`config.mk`:
```
export PLATFORM = sky130hd
export DESIGN_NAME = mcsr_file
export DESIGN_NICKNAME = d
export VERILOG_FILES = /design/src/rtl/mcsr_pkg.sv /design/src/rtl/mcsr_decode.sv /design/src/rtl/mcsr_modify.sv /design/src/rtl/mcsr_readmux.sv /design/src/rtl/mcsr_file.sv
export SDC_FILE = /design/constraint.sdc
export NUM_CORES = 1
export LEC_CHECK = 0
export BUFFER_PORTS_ARGS = -buffer_cell sky130_fd_sc_hd__buf_2
export CAP_MARGIN = 20
export CORE_AREA = 5 5 198 200
export CTS_CLUSTER_SIZE = 12
export DETAILED_ROUTE_END_ITERATION = 8
export DIE_AREA = 0 0 203 205
export SYNTH_ARGS = -nofsm -noshare
export SYNTH_HDL_FRONTEND = slang
export SYNTH_SLANG_ARGS = --single-unit
```
`constraint.sdc`:
```
create_clock -name clk_i -period 3.9 [get_ports clk_i]
set_clock_uncertainty 0.2 [all_clocks]
set_input_delay 0.78 -clock clk_i [delete_from_list [all_inputs] [get_ports clk_i]]
set_output_delay 0.78 -clock clk_i [all_outputs]
set_load 0.005 [all_outputs]
```
`src/rtl/mcsr_pkg.sv`:
```
package mcsr_pkg;
    localparam int XLEN   = 32;
    localparam int ADDR_W = 12;
    localparam int SRC_W  = 5;
    localparam int IDX_W  = 4;

    localparam int ST_MIE  = 3;
    localparam int ST_MPIE = 7;
    localparam int ST_MPP  = 11;
    localparam int EXT_BIT = 11;

    localparam logic [IDX_W-1:0] IX_STATUS  = 4'b0000;
    localparam logic [IDX_W-1:0] IX_ENABLE  = 4'b0100;
    localparam logic [IDX_W-1:0] IX_VECTOR  = 4'b0101;
    localparam logic [IDX_W-1:0] IX_SCRATCH = 4'b1000;
    localparam logic [IDX_W-1:0] IX_EPC     = 4'b1001;
    localparam logic [IDX_W-1:0] IX_CAUSE   = 4'b1010;
    localparam logic [IDX_W-1:0] IX_PENDING = 4'b1100;

    typedef enum logic [1:0] {
        CL_STORE    = 2'd0,
        CL_ZERO_IGN = 2'd1,
        CL_ZERO_RO  = 2'd2,
        CL_DENY     = 2'd3
    } csr_class_e;

    typedef enum logic [1:0] {
        OP_NONE  = 2'b00,
        OP_WRITE = 2'b01,
        OP_SET   = 2'b10,
        OP_CLEAR = 2'b11
    } csr_op_e;

    typedef struct packed {
        logic [1:0] mpp;
        logic       mpie;
        logic       mie;
    } status_t;

    typedef struct packed {
        status_t           status;
        logic              ext_en;
        logic [XLEN-3:0]   vec_base;
        logic [XLEN-1:0]   scratch;
        logic [XLEN-3:0]   epc_word;
        logic [XLEN-1:0]   cause;
        logic              rsp_valid;
        logic              rsp_illegal;
        logic [XLEN-1:0]   rsp_rdata;
    } state_t;
endpackage

```
`src/rtl/mcsr_decode.sv`:
```
module mcsr_decode
    import mcsr_pkg::*;
(
    input  logic [ADDR_W-1:0] addr_i,
    output csr_class_e        class_o,
    output logic [IDX_W-1:0]  index_o
);
    always_comb begin
        index_o = {addr_i[6], addr_i[2:0]};
        if (addr_i >= 12'hF11 && addr_i <= 12'hF15) begin
            class_o = CL_ZERO_RO;
        end else if (addr_i == 12'h301 || addr_i == 12'h310 || addr_i == 12'h320 ||
                     addr_i == 12'h343 || addr_i == 12'hB00 || addr_i == 12'hB02 ||
                     (addr_i >= 12'hB03 && addr_i <= 12'hB1F) ||
                     (addr_i >= 12'h323 && addr_i <= 12'h33F)) begin
            class_o = CL_ZERO_IGN;
        end else if (addr_i == 12'h302 || addr_i == 12'h303 || addr_i == 12'h306 ||
                     addr_i == 12'h30A || addr_i == 12'h31A || addr_i == 12'h34A ||
                     addr_i == 12'h34B || addr_i == 12'h747 || addr_i == 12'h757) begin
            class_o = CL_DENY;
        end else begin
            class_o = CL_STORE;
        end
    end
endmodule

```
`src/rtl/mcsr_modify.sv`:
```
module mcsr_modify
    import mcsr_pkg::*;
(
    input  csr_op_e         op_i,
    input  logic            src_zero_i,
    input  logic [XLEN-1:0] operand_i,
    input  logic [XLEN-1:0] old_i,
    output logic [XLEN-1:0] new_o,
    output logic            wr_o
);
    always_comb begin
        new_o = old_i;
        wr_o  = 1'b0;
        case (op_i)
            OP_WRITE: begin new_o = operand_i;           wr_o = 1'b1;        end
            OP_SET:   begin new_o = old_i | operand_i;   wr_o = !src_zero_i; end
            OP_CLEAR: begin new_o = old_i & ~operand_i;  wr_o = !src_zero_i; end
            default:  begin new_o = old_i;               wr_o = 1'b0;        end
        endcase
    end
endmodule

```
`src/rtl/mcsr_readmux.sv`:
```
module mcsr_readmux
    import mcsr_pkg::*;
(
    input  state_t           st_i,
    input  logic             irq_i,
    input  csr_class_e       class_i,
    input  logic [IDX_W-1:0] index_i,
    output logic [XLEN-1:0]  rdata_o
);
    always_comb begin
        rdata_o = '0;
        if (class_i == CL_STORE) begin
            case (index_i)
                IX_STATUS: begin
                    rdata_o[ST_MPP+1:ST_MPP] = st_i.status.mpp;
                    rdata_o[ST_MPIE]         = st_i.status.mpie;
                    rdata_o[ST_MIE]          = st_i.status.mie;
                end
                IX_ENABLE:  rdata_o[EXT_BIT] = st_i.ext_en;
                IX_VECTOR:  rdata_o = {st_i.vec_base, 2'b00};
                IX_SCRATCH: rdata_o = st_i.scratch;
                IX_EPC:     rdata_o = {st_i.epc_word, 2'b00};
                IX_CAUSE:   rdata_o = st_i.cause;
                IX_PENDING: rdata_o[EXT_BIT] = irq_i;
                default:    rdata_o = '0;
            endcase
        end
    end
endmodule

```
`src/rtl/mcsr_file.sv`:
```
module mcsr_file
    import mcsr_pkg::*;
#(
    parameter logic [XLEN-1:0] TVEC_RESET = '0
) (
    input  logic              clk_i,
    input  logic              rst_ni,
    input  logic              req_valid_i,
    input  logic [ADDR_W-1:0] req_addr_i,
    input  logic [2:0]        req_funct_i,
    input  logic [SRC_W-1:0]  req_src_i,
    input  logic [XLEN-1:0]   req_rs1_val_i,
    output logic              rsp_valid_o,
    output logic              rsp_illegal_o,
    output logic [XLEN-1:0]   rsp_rdata_o,
    input  logic              irq_ext_i,
    input  logic              trap_enter_i,
    input  logic [XLEN-1:0]   trap_pc_i,
    input  logic [XLEN-1:0]   trap_cause_i,
    input  logic              trap_return_i,
    output logic [XLEN-1:0]   tvec_o,
    output logic [XLEN-1:0]   epc_o,
    output logic              irq_pending_o
);
    state_t            st_d, st_q;
    csr_class_e        cls;
    logic [IDX_W-1:0]  idx;
    csr_op_e           op;
    logic [XLEN-1:0]   operand, cur_val, new_val;
    logic              src_zero, wr_req, illegal, commit;
    logic [1:0]        unused_pc_lsb;

    assign unused_pc_lsb = trap_pc_i[1:0];
    assign op       = csr_op_e'(req_funct_i[1:0]);
    assign src_zero = (req_src_i == '0);
    assign operand  = req_funct_i[2] ? {{(XLEN-SRC_W){1'b0}}, req_src_i} : req_rs1_val_i;

    mcsr_decode  i_decode (.addr_i(req_addr_i), .class_o(cls), .index_o(idx));

    mcsr_readmux i_read (.st_i(st_q), .irq_i(irq_ext_i), .class_i(cls),
                         .index_i(idx), .rdata_o(cur_val));

    mcsr_modify  i_mod (.op_i(op), .src_zero_i(src_zero), .operand_i(operand),
                        .old_i(cur_val), .new_o(new_val), .wr_o(wr_req));

    assign illegal = (op == OP_NONE) || (cls == CL_DENY) || (cls == CL_ZERO_RO && wr_req);
    assign commit  = req_valid_i && !illegal && (cls == CL_STORE) && wr_req;

    always_comb begin
        st_d = st_q;
        if (commit) begin
            case (idx)
                IX_STATUS: begin
                    st_d.status.mpp  = new_val[ST_MPP+1:ST_MPP];
                    st_d.status.mpie = new_val[ST_MPIE];
                    st_d.status.mie  = new_val[ST_MIE];
                end
                IX_ENABLE:  st_d.ext_en   = new_val[EXT_BIT];
                IX_VECTOR:  st_d.vec_base = new_val[XLEN-1:2];
                IX_SCRATCH: st_d.scratch  = new_val;
                IX_EPC:     st_d.epc_word = new_val[XLEN-1:2];
                IX_CAUSE:   st_d.cause    = new_val;
                default:    st_d.cause    = st_q.cause;
            endcase
        end
        if (trap_enter_i) begin
            st_d.epc_word    = trap_pc_i[XLEN-1:2];
            st_d.cause       = trap_cause_i;
            st_d.status.mpie = st_d.status.mie;
            st_d.status.mie  = 1'b0;
        end else if (trap_return_i) begin
            st_d.status.mie  = st_d.status.mpie;
            st_d.status.mpie = 1'b1;
            st_d.status.mpp  = 2'b11;
        end
        st_d.rsp_valid   = req_valid_i;
        st_d.rsp_illegal = req_valid_i && illegal;
        st_d.rsp_rdata   = (req_valid_i && !illegal) ? cur_val : '0;
    end

    always_ff @(posedge clk_i) begin
        if (!rst_ni) begin
            st_q          <= '0;
            st_q.vec_base <= TVEC_RESET[XLEN-1:2];
        end else begin
            st_q <= st_d;
        end
    end

    assign rsp_valid_o   = st_q.rsp_valid;
    assign rsp_illegal_o = st_q.rsp_illegal;
    assign rsp_rdata_o   = st_q.rsp_rdata;
    assign tvec_o        = {st_q.vec_base, 2'b00};
    assign epc_o         = {st_q.epc_word, 2'b00};
    assign irq_pending_o = st_q.status.mie && st_q.ext_en && irq_ext_i;
endmodule

```
==> results of run 1 <==
[path summary, 6_finish.rpt]
path,startpoint,end,cells after the start
worst min-delay path,st_q[122],st_q[122],2
worst max register to register,epc_o[2],st_q[36],5
worst max-delay path,req_addr_i[1],st_q[36],8
worst min register to register,st_q[122],st_q[122],2
[metrics by stage]
stage	hold slack [ps]	utilization, %	power (µW)	area, µm²	setup WS (ps)
2_1_floorplan	230	-	2080	9180	827
3_3_place_gp	236	27.2	2280	10100	344
3_5_place_dp	242	27.2	2290	10100	270
4_1_cts	251	28.8	4020	10700	747
5_1_grt	263	28.8	4140	10700	562
6_report	248	28.8	3970	10700	690
[cells in the mapped netlist, types with 2 or more instances]
library cell / number / area (µm²)
or4bb_1: 2 / 22.5
nand2_1: 104 / 390
o21ai_1: 62 / 310
a21o_1: 2 / 15.0
o31ai_1: 9 / 67.6
nand3b_1: 2 / 15.0
nand4b_1: 2 / 17.5
a21boi_1: 50 / 375
a221oi_1: 3 / 26.3
clkbuf_1: 62 / 233
and2_1: 30 / 188
nor3_2: 2 / 20.0
buf_1: 5 / 18.8
a31oi_1: 5 / 31.3
o211ai_1: 2 / 15.0
a21oi_1: 155 / 776
nor3_1: 4 / 20.0
a21boi_0: 12 / 90.1
inv_1: 7 / 26.3
o311a_1: 2 / 20.0
or3_1: 7 / 43.8
a222oi_1: 2 / 20.0
nand3_1: 18 / 90.1
o21ai_0: 100 / 500
mux2i_1: 9 / 90.1
nor2_1: 15 / 56.3
buf_4: 98 / 736
a22oi_1: 52 / 390
a211oi_1: 2 / 15.0
buf_2: 23 / 115
o32ai_1: 2 / 17.5
dfxtp_1: 163 / 3260
a221oi_2: 2 / 30.0
nand2b_1: 31 / 194
and3_1: 6 / 37.5
buf_6: 3 / 33.8
nand4_1: 13 / 81.3
nor4_1: 4 / 25.0
a41o_1: 24 / 240
nor2b_1: 33 / 206
o41ai_1: 2 / 17.5
[sequential cells by signal (all words and copies together), names as in the netlist]
register	flops
st_q	69
rsp_rdata_o	32
epc_o	30
tvec_o	30
rsp_illegal_o	1
rsp_valid_o	1
[kinds of logic (layout without fill, tap and decap cells)]
family | Yosys count | count (layout) | synth area share [%]
AOI/OAI and AO/OA | 503 | 503 | 34.3
xor gates and xnor gates | 1 | 1 | 0.0956
buffers and inverters | 200 | 295 | 12.8
DFF | 163 | 163 | 35.6
muxes | 10 | 10 | 1.11
other | 1 | 6 | 0.0409
and+or+nand+nor | 280 | 280 | 16.0
[power groups by stage]
stage | clock (µW) | sequential [µW] | combinational [µW]
2_1_floorplan | 0 | 1780 | 304
3_3_place_gp | 0 | 1790 | 488
3_5_place_dp | 0 | 1790 | 496
4_1_cts | 1780 | 1750 | 498
5_1_grt | 1830 | 1760 | 544
6_report | 1720 | 1750 | 500
[layer usage]
layer	wire length, µm	vias up
met3	3190	65
met2	16600	467
met1	16800	4393
met4	1180	2
met5	19	-
li1	-	4261
[worst reg2reg max path: stages (launching register included)]
cell,delay [ps]
dfxtp_1,330
a222oi_1,320
a21boi_0,530
o21ai_0,300
nand4_1,180
a21oi_1,80
[area by class of cell]
type	count	area, µm²
clock buffers	17	425
inverters	8	30.0
repair buffers	256	1460
clock inverters	14	154
well taps	474	593
diodes	2	5.00
flip-flops and latches	163	3260
multi-input cells	798	4780
fillers	3974	26500
==> summary.md, run 1 <==
| Metric | Value |
|---|---|
| Largest net degree at the start of global routing | `67` |
| Worst path bufs/invs | `1` |
| DP Cell Count | `around 1.7k` |
| Clk Latency, worst-skew pair | `between 400 and 500 ps` |
| Crit path max fanout | `29` |
| Main synth FF type | `dfxtp_1` |
| Sequential cell area fraction in the yosys report | `about 36%` |
| Chip height | `approximately 200 µm` |
| Transition time of the tightest slew-check pin | `just under 900 ps` |
| Final setup fails | `0` |
| Fin crit share | `82.3%` |
| CTS clk-pin slew, worst paths | `approximately 70 ps` |
| Vias in the first global route | `8952` |
| CP max-delay cell | `and3_2` |
| Core area | `37200 µm²` |
| Worst hold path type | `flop to flop` |
| Final ANT Viol Nets | `0` |
| Grt peak-use layer | `met2` |
| Via density | `5.30` |
| Drt wl/cell | `approximately 22 µm` |
| CTS Buffer Depth | `2` |
| Initial Utilization | `between 20% and 30%` |
| Pwr/cell area | `371 nW/µm²` |
| Peak VDD IR | `just over 0.0003 V` |
| Syn_area_per_cell | `between 7 and 8 µm²` |
| Antenna violations before repair | `5` |
| Clock share of power | `between 40% and 50%` |
| Yosys reg bits | `roughly 160` |
| Via count | `just over 9k` |
| Clock buffers created by TritonCTS | `17` |
| H-Tree Depth | `4` |
| Die area | `about 42000 µm²` |
| Status | `complete, no violations` |
| Sw Ratio | `between 20% and 30%` |
| Met2 usage | `between 20% and 30%` |
| Seq pwr share | `between 40% and 50%` |
| Sink Count | `~160` |
| Critical Path RT | `4020 ps` |
| Fin cells | `roughly 1.7k` |
| Row cnt | `71` |
| P&R area growth vs syn | `16.9%` |
| Share of cells above drive strength 1 | `between 20% and 30%` |
| Rel. slew slack | `roughly 42%` |
| Power share of the combinational group | `12.6%` |
| MaxCap Viol Count | `0` |
| Nets | `between 1k and 1.5k` |
| Commonest non-fill, non-tap cell in the layout | `buf_2` |
| Grt met1 use | `between 20% and 30%` |
| Hold-fix buffers at CTS | `0` |
| Netlist Area Pre-Place | `slightly above 9000 µm²` |
| I/O pins | `between 200 and 250` |
| CTS Root Cell | `clkbuf_16` |
| Fin. Hold Viols | `0` |
| Slowest stage delay, CP | `~600 ps` |
| Commonest cells after routing, fill and taps aside | `buf_2, dfxtp_1, a21oi_1` |
| Number of synthesized flops with an enable pin | `0` |
| Yosys warnings | `0` |
| CP Launch Type | `input port` |
| Fmax | `312 MHz` |
| Kind of critical path | `input port to flop` |
| Post-synth cell types | `between 60 and 70` |
| CTS tree | `done` |
| Arr. time, crit path | `around 3300 ps` |
| Fin. max-slew vios | `0` |
| Postcts setup bufs | `0` |
| Setup tns final | `0 ps` |
| First-pass GRT wire length | `between 50 and 60 mm` |
| Reg2Reg Setup Slack | `1840 ps` |
| Final WL | `37.8 mm` |
| Worst setup EP type | `flop` |
| Post-CTS sizing | `0` |
| Met3 Track Usage GR | `under 10%` |
| Net load switching power | `about 1100 µW` |
| Gpl congestion | `0.866` |
| DRT iter0 DRCs | `836` |
| Crit path top cell by count | `a21oi_1` |
| RSZ-0062 raised after global routing | `false` |
| Lkg Pwr | `0.00435 µW` |
| Crit path max-delay family | `compound AO/OA/AOI/OAI gates` |
| Post-route minimum period | `3210 ps` |
| Detailed Place HPWL | `about 25 mm` |
| PortBufs | `~210` |
| Fraction of registers with async set/reset | `0%` |
| Cell internal pwr | `around 2900 µW` |
| Cells after Synth | `1158` |
| Grt total ovfl | `0` |
| Drt pass-1 iters | `6` |
| CP Cell Sequence | `buf_2, nand2b_1, a2111o_1, o32ai_2, a21oi_1, and3_2, nand4_1, a21oi_1` |
| DRC viols | `0` |
| Die X | `203 µm` |
| GR Util All Layers | `17.6%` |
No activity file was read; power rests on OpenSTA's default activity.
==> inputs of run 2 (changes only) <==
==> constraint.sdc (replaced) <==
create_clock -name clk_i -period 2.9 [get_ports clk_i]
set_clock_uncertainty 0.2 [all_clocks]
set_input_delay 0.58 -clock clk_i [delete_from_list [all_inputs] [get_ports clk_i]]
set_output_delay 0.58 -clock clk_i [all_outputs]
set_load 0.005 [all_outputs]
==> summary.md, run 2 (synthesis gave the netlist of run 1 again) <==
| Metric | Value |
|---|---|
| Status | `complete, no violations` |
| Die area | `approximately 42000 µm²` |
| PortBufs | `between 200 and 250` |
| Final WL | `37.9 mm` |
| DP Worst Slack | `-450 ps` |
| Crit Reg-Reg Startpoint | `tvec_o[11]` |
| Placed cell area | `10600 µm²` |
| Transition time of the tightest slew-check pin | `592 ps` |
| First-pass GRT wire length | `approximately 56 mm` |
| Antenna violations before repair | `7` |
| Kind of critical path | `input port to flop` |
| Fin. max-slew vios | `0` |
| Sink Count | `163` |
| Chip height | `slightly above 200 µm` |
| Peak VDD IR | `0.000409 V` |
| Drt pass-1 iters | `6` |
| Overall power | `approximately 5400 µW` |
| Worst setup EP type | `flop` |
| Detailed Place HPWL | `~26 mm` |
| DRT iter0 DRCs | `slightly below 900` |
| Nets | `approximately 1.4k` |
| Hold Path Origin | `trap_pc_i[11]` |
| WHS | `about 200 ps` |
| Grt total ovfl | `0` |
| CTS Root Cell | `clkbuf_16` |
| Critical Path RT | `3060 ps` |
| CP Launch Type | `input port` |
| MaxCap Viol Count | `0` |
| Pwr/cell area | `475 nW/µm²` |
| Drt wl/cell | `between 20 and 25 µm` |
| RSZ-0062 raised after global routing | `false` |
| Lkg Pwr | `between 0.004 and 0.005 µW` |
| I/O pins | `around 220` |
| P&R area growth vs syn | `22.9%` |
| Largest register FFs | `approximately 70` |
| Via count | `approximately 9.4k` |
| Post-route minimum period | `2800 ps` |
| Row cnt | `71` |
| CTS tree | `done` |
| Fin. Hold Viols | `0` |
| Final ANT Viol Nets | `0` |
| Worst hold path type | `input port to flop` |
| Fin worst setup slack | `about 96 ps` |
| Clock buffers created by TritonCTS | `17` |
| CTS Buffer Depth | `2` |
| Fmax | `between 300 and 400 MHz` |
| H-Tree Depth | `4` |
| Share of cells above drive strength 1 | `28.0%` |
| Arr. time, crit path | `just under 3000 ps` |
| Largest net degree at the start of global routing | `73` |
| Initial Utilization | `about a quarter` |
| Final instance area | `roughly 11000 µm²` |
| GR Util All Layers | `around 18%` |
| Most flops, register | `st_q` |
| Commonest non-fill, non-tap cell in the layout | `buf_2` |
| Fin crit share | `96.7%` |
| Via density | `5.28` |
| Rel. slew slack | `about three fifths` |
| Gpl congestion | `about 0.86` |
| Core area | `~37000 µm²` |
| Commonest cells after routing, fill and taps aside | `buf_2, dfxtp_1, a21oi_1` |
| CP startpoint | `req_addr_i[2]` |
| Die X | `approximately 200 µm` |
| Crit path max fanout | `16` |
| Vias in the first global route | `between 9k and 10k` |
| Clk Latency, worst-skew pair | `between 400 and 500 ps` |
| DRC viols | `0` |
| Setup tns final | `0 ps` |
| Final setup fails | `0` |
| CTS clk-pin slew, worst paths | `~70 ps` |
## run 2: final timing paths
check / cells past startpoint / slack [ps] / to
setup / recovery: 10 / 100 / st_q[118]
hold reg to reg: 2 / 250 / st_q[121]
setup reg to reg: 7 / 940 / st_q[161]
hold / removal: 3 / 200 / epc_o[11]
## run 2: power breakdown
| group | total (µW) | leakage (µW) | internal, µW | switching, µW |
|---|---|---|---|---|
| clock network | 2280 | 0.000271 | 1240 | 1030 |
| logic | 721 | 0.00303 | 292 | 429 |
| registers | 2360 | 0.00133 | 2310 | 47.3 |
## run 2: cell type report
| type | count | area, µm² |
|---|---|---|
| Tap cell | 474 | 593 |
| Clock inverter | 12 | 124 |
| Timing Repair Buffer | 305 | 1970 |
| Multi-Input combinational cell | 798 | 4820 |
| Sequential cell | 163 | 3260 |
| Fill cell | 3982 | 26000 |
| Inverter | 8 | 30.0 |
| Clock buffer | 19 | 453 |
| Antenna cell | 4 | 10.0 |
## run 2: what timing repair did
action                                  in CTS  in global routing
setup buffers                                1                  1
hold endpoints to repair                     0                  0
hold buffers                                 0                  0
pin swaps                                    1                  1
gates resized for setup                      0                  5
endpoints found under the setup margin       1                 54
gates cloned                                 0                  0
## run 2: through the flow
step | utilization [%] | instances
6_report | 30.2 | 1783
2_1_floorplan | - | 1161
5_1_grt | 30.2 | 1782
3_5_place_dp | 28.5 | 1746
4_1_cts | 30.1 | 1778
3_3_place_gp | 28.5 | 1746
## run 2: layer usage
layer	GRT usage, %	part of all wire [%]	routed length, µm
met4	6.86	3.1	1170
met2	27.9	45	17000
met1	23.6	43	16500
met5	0	0.11	41
met3	4.16	8.6	3260
## run 2: critical path, cell delays in order
cell and delay (ps):
buf_2 120, nor4b_1 330, buf_4 180, mux2i_1 270
a311oi_4 190, a2111oi_4 420, buf_4 350, and2_1 220
o21ai_0 100, a21boi_0 190
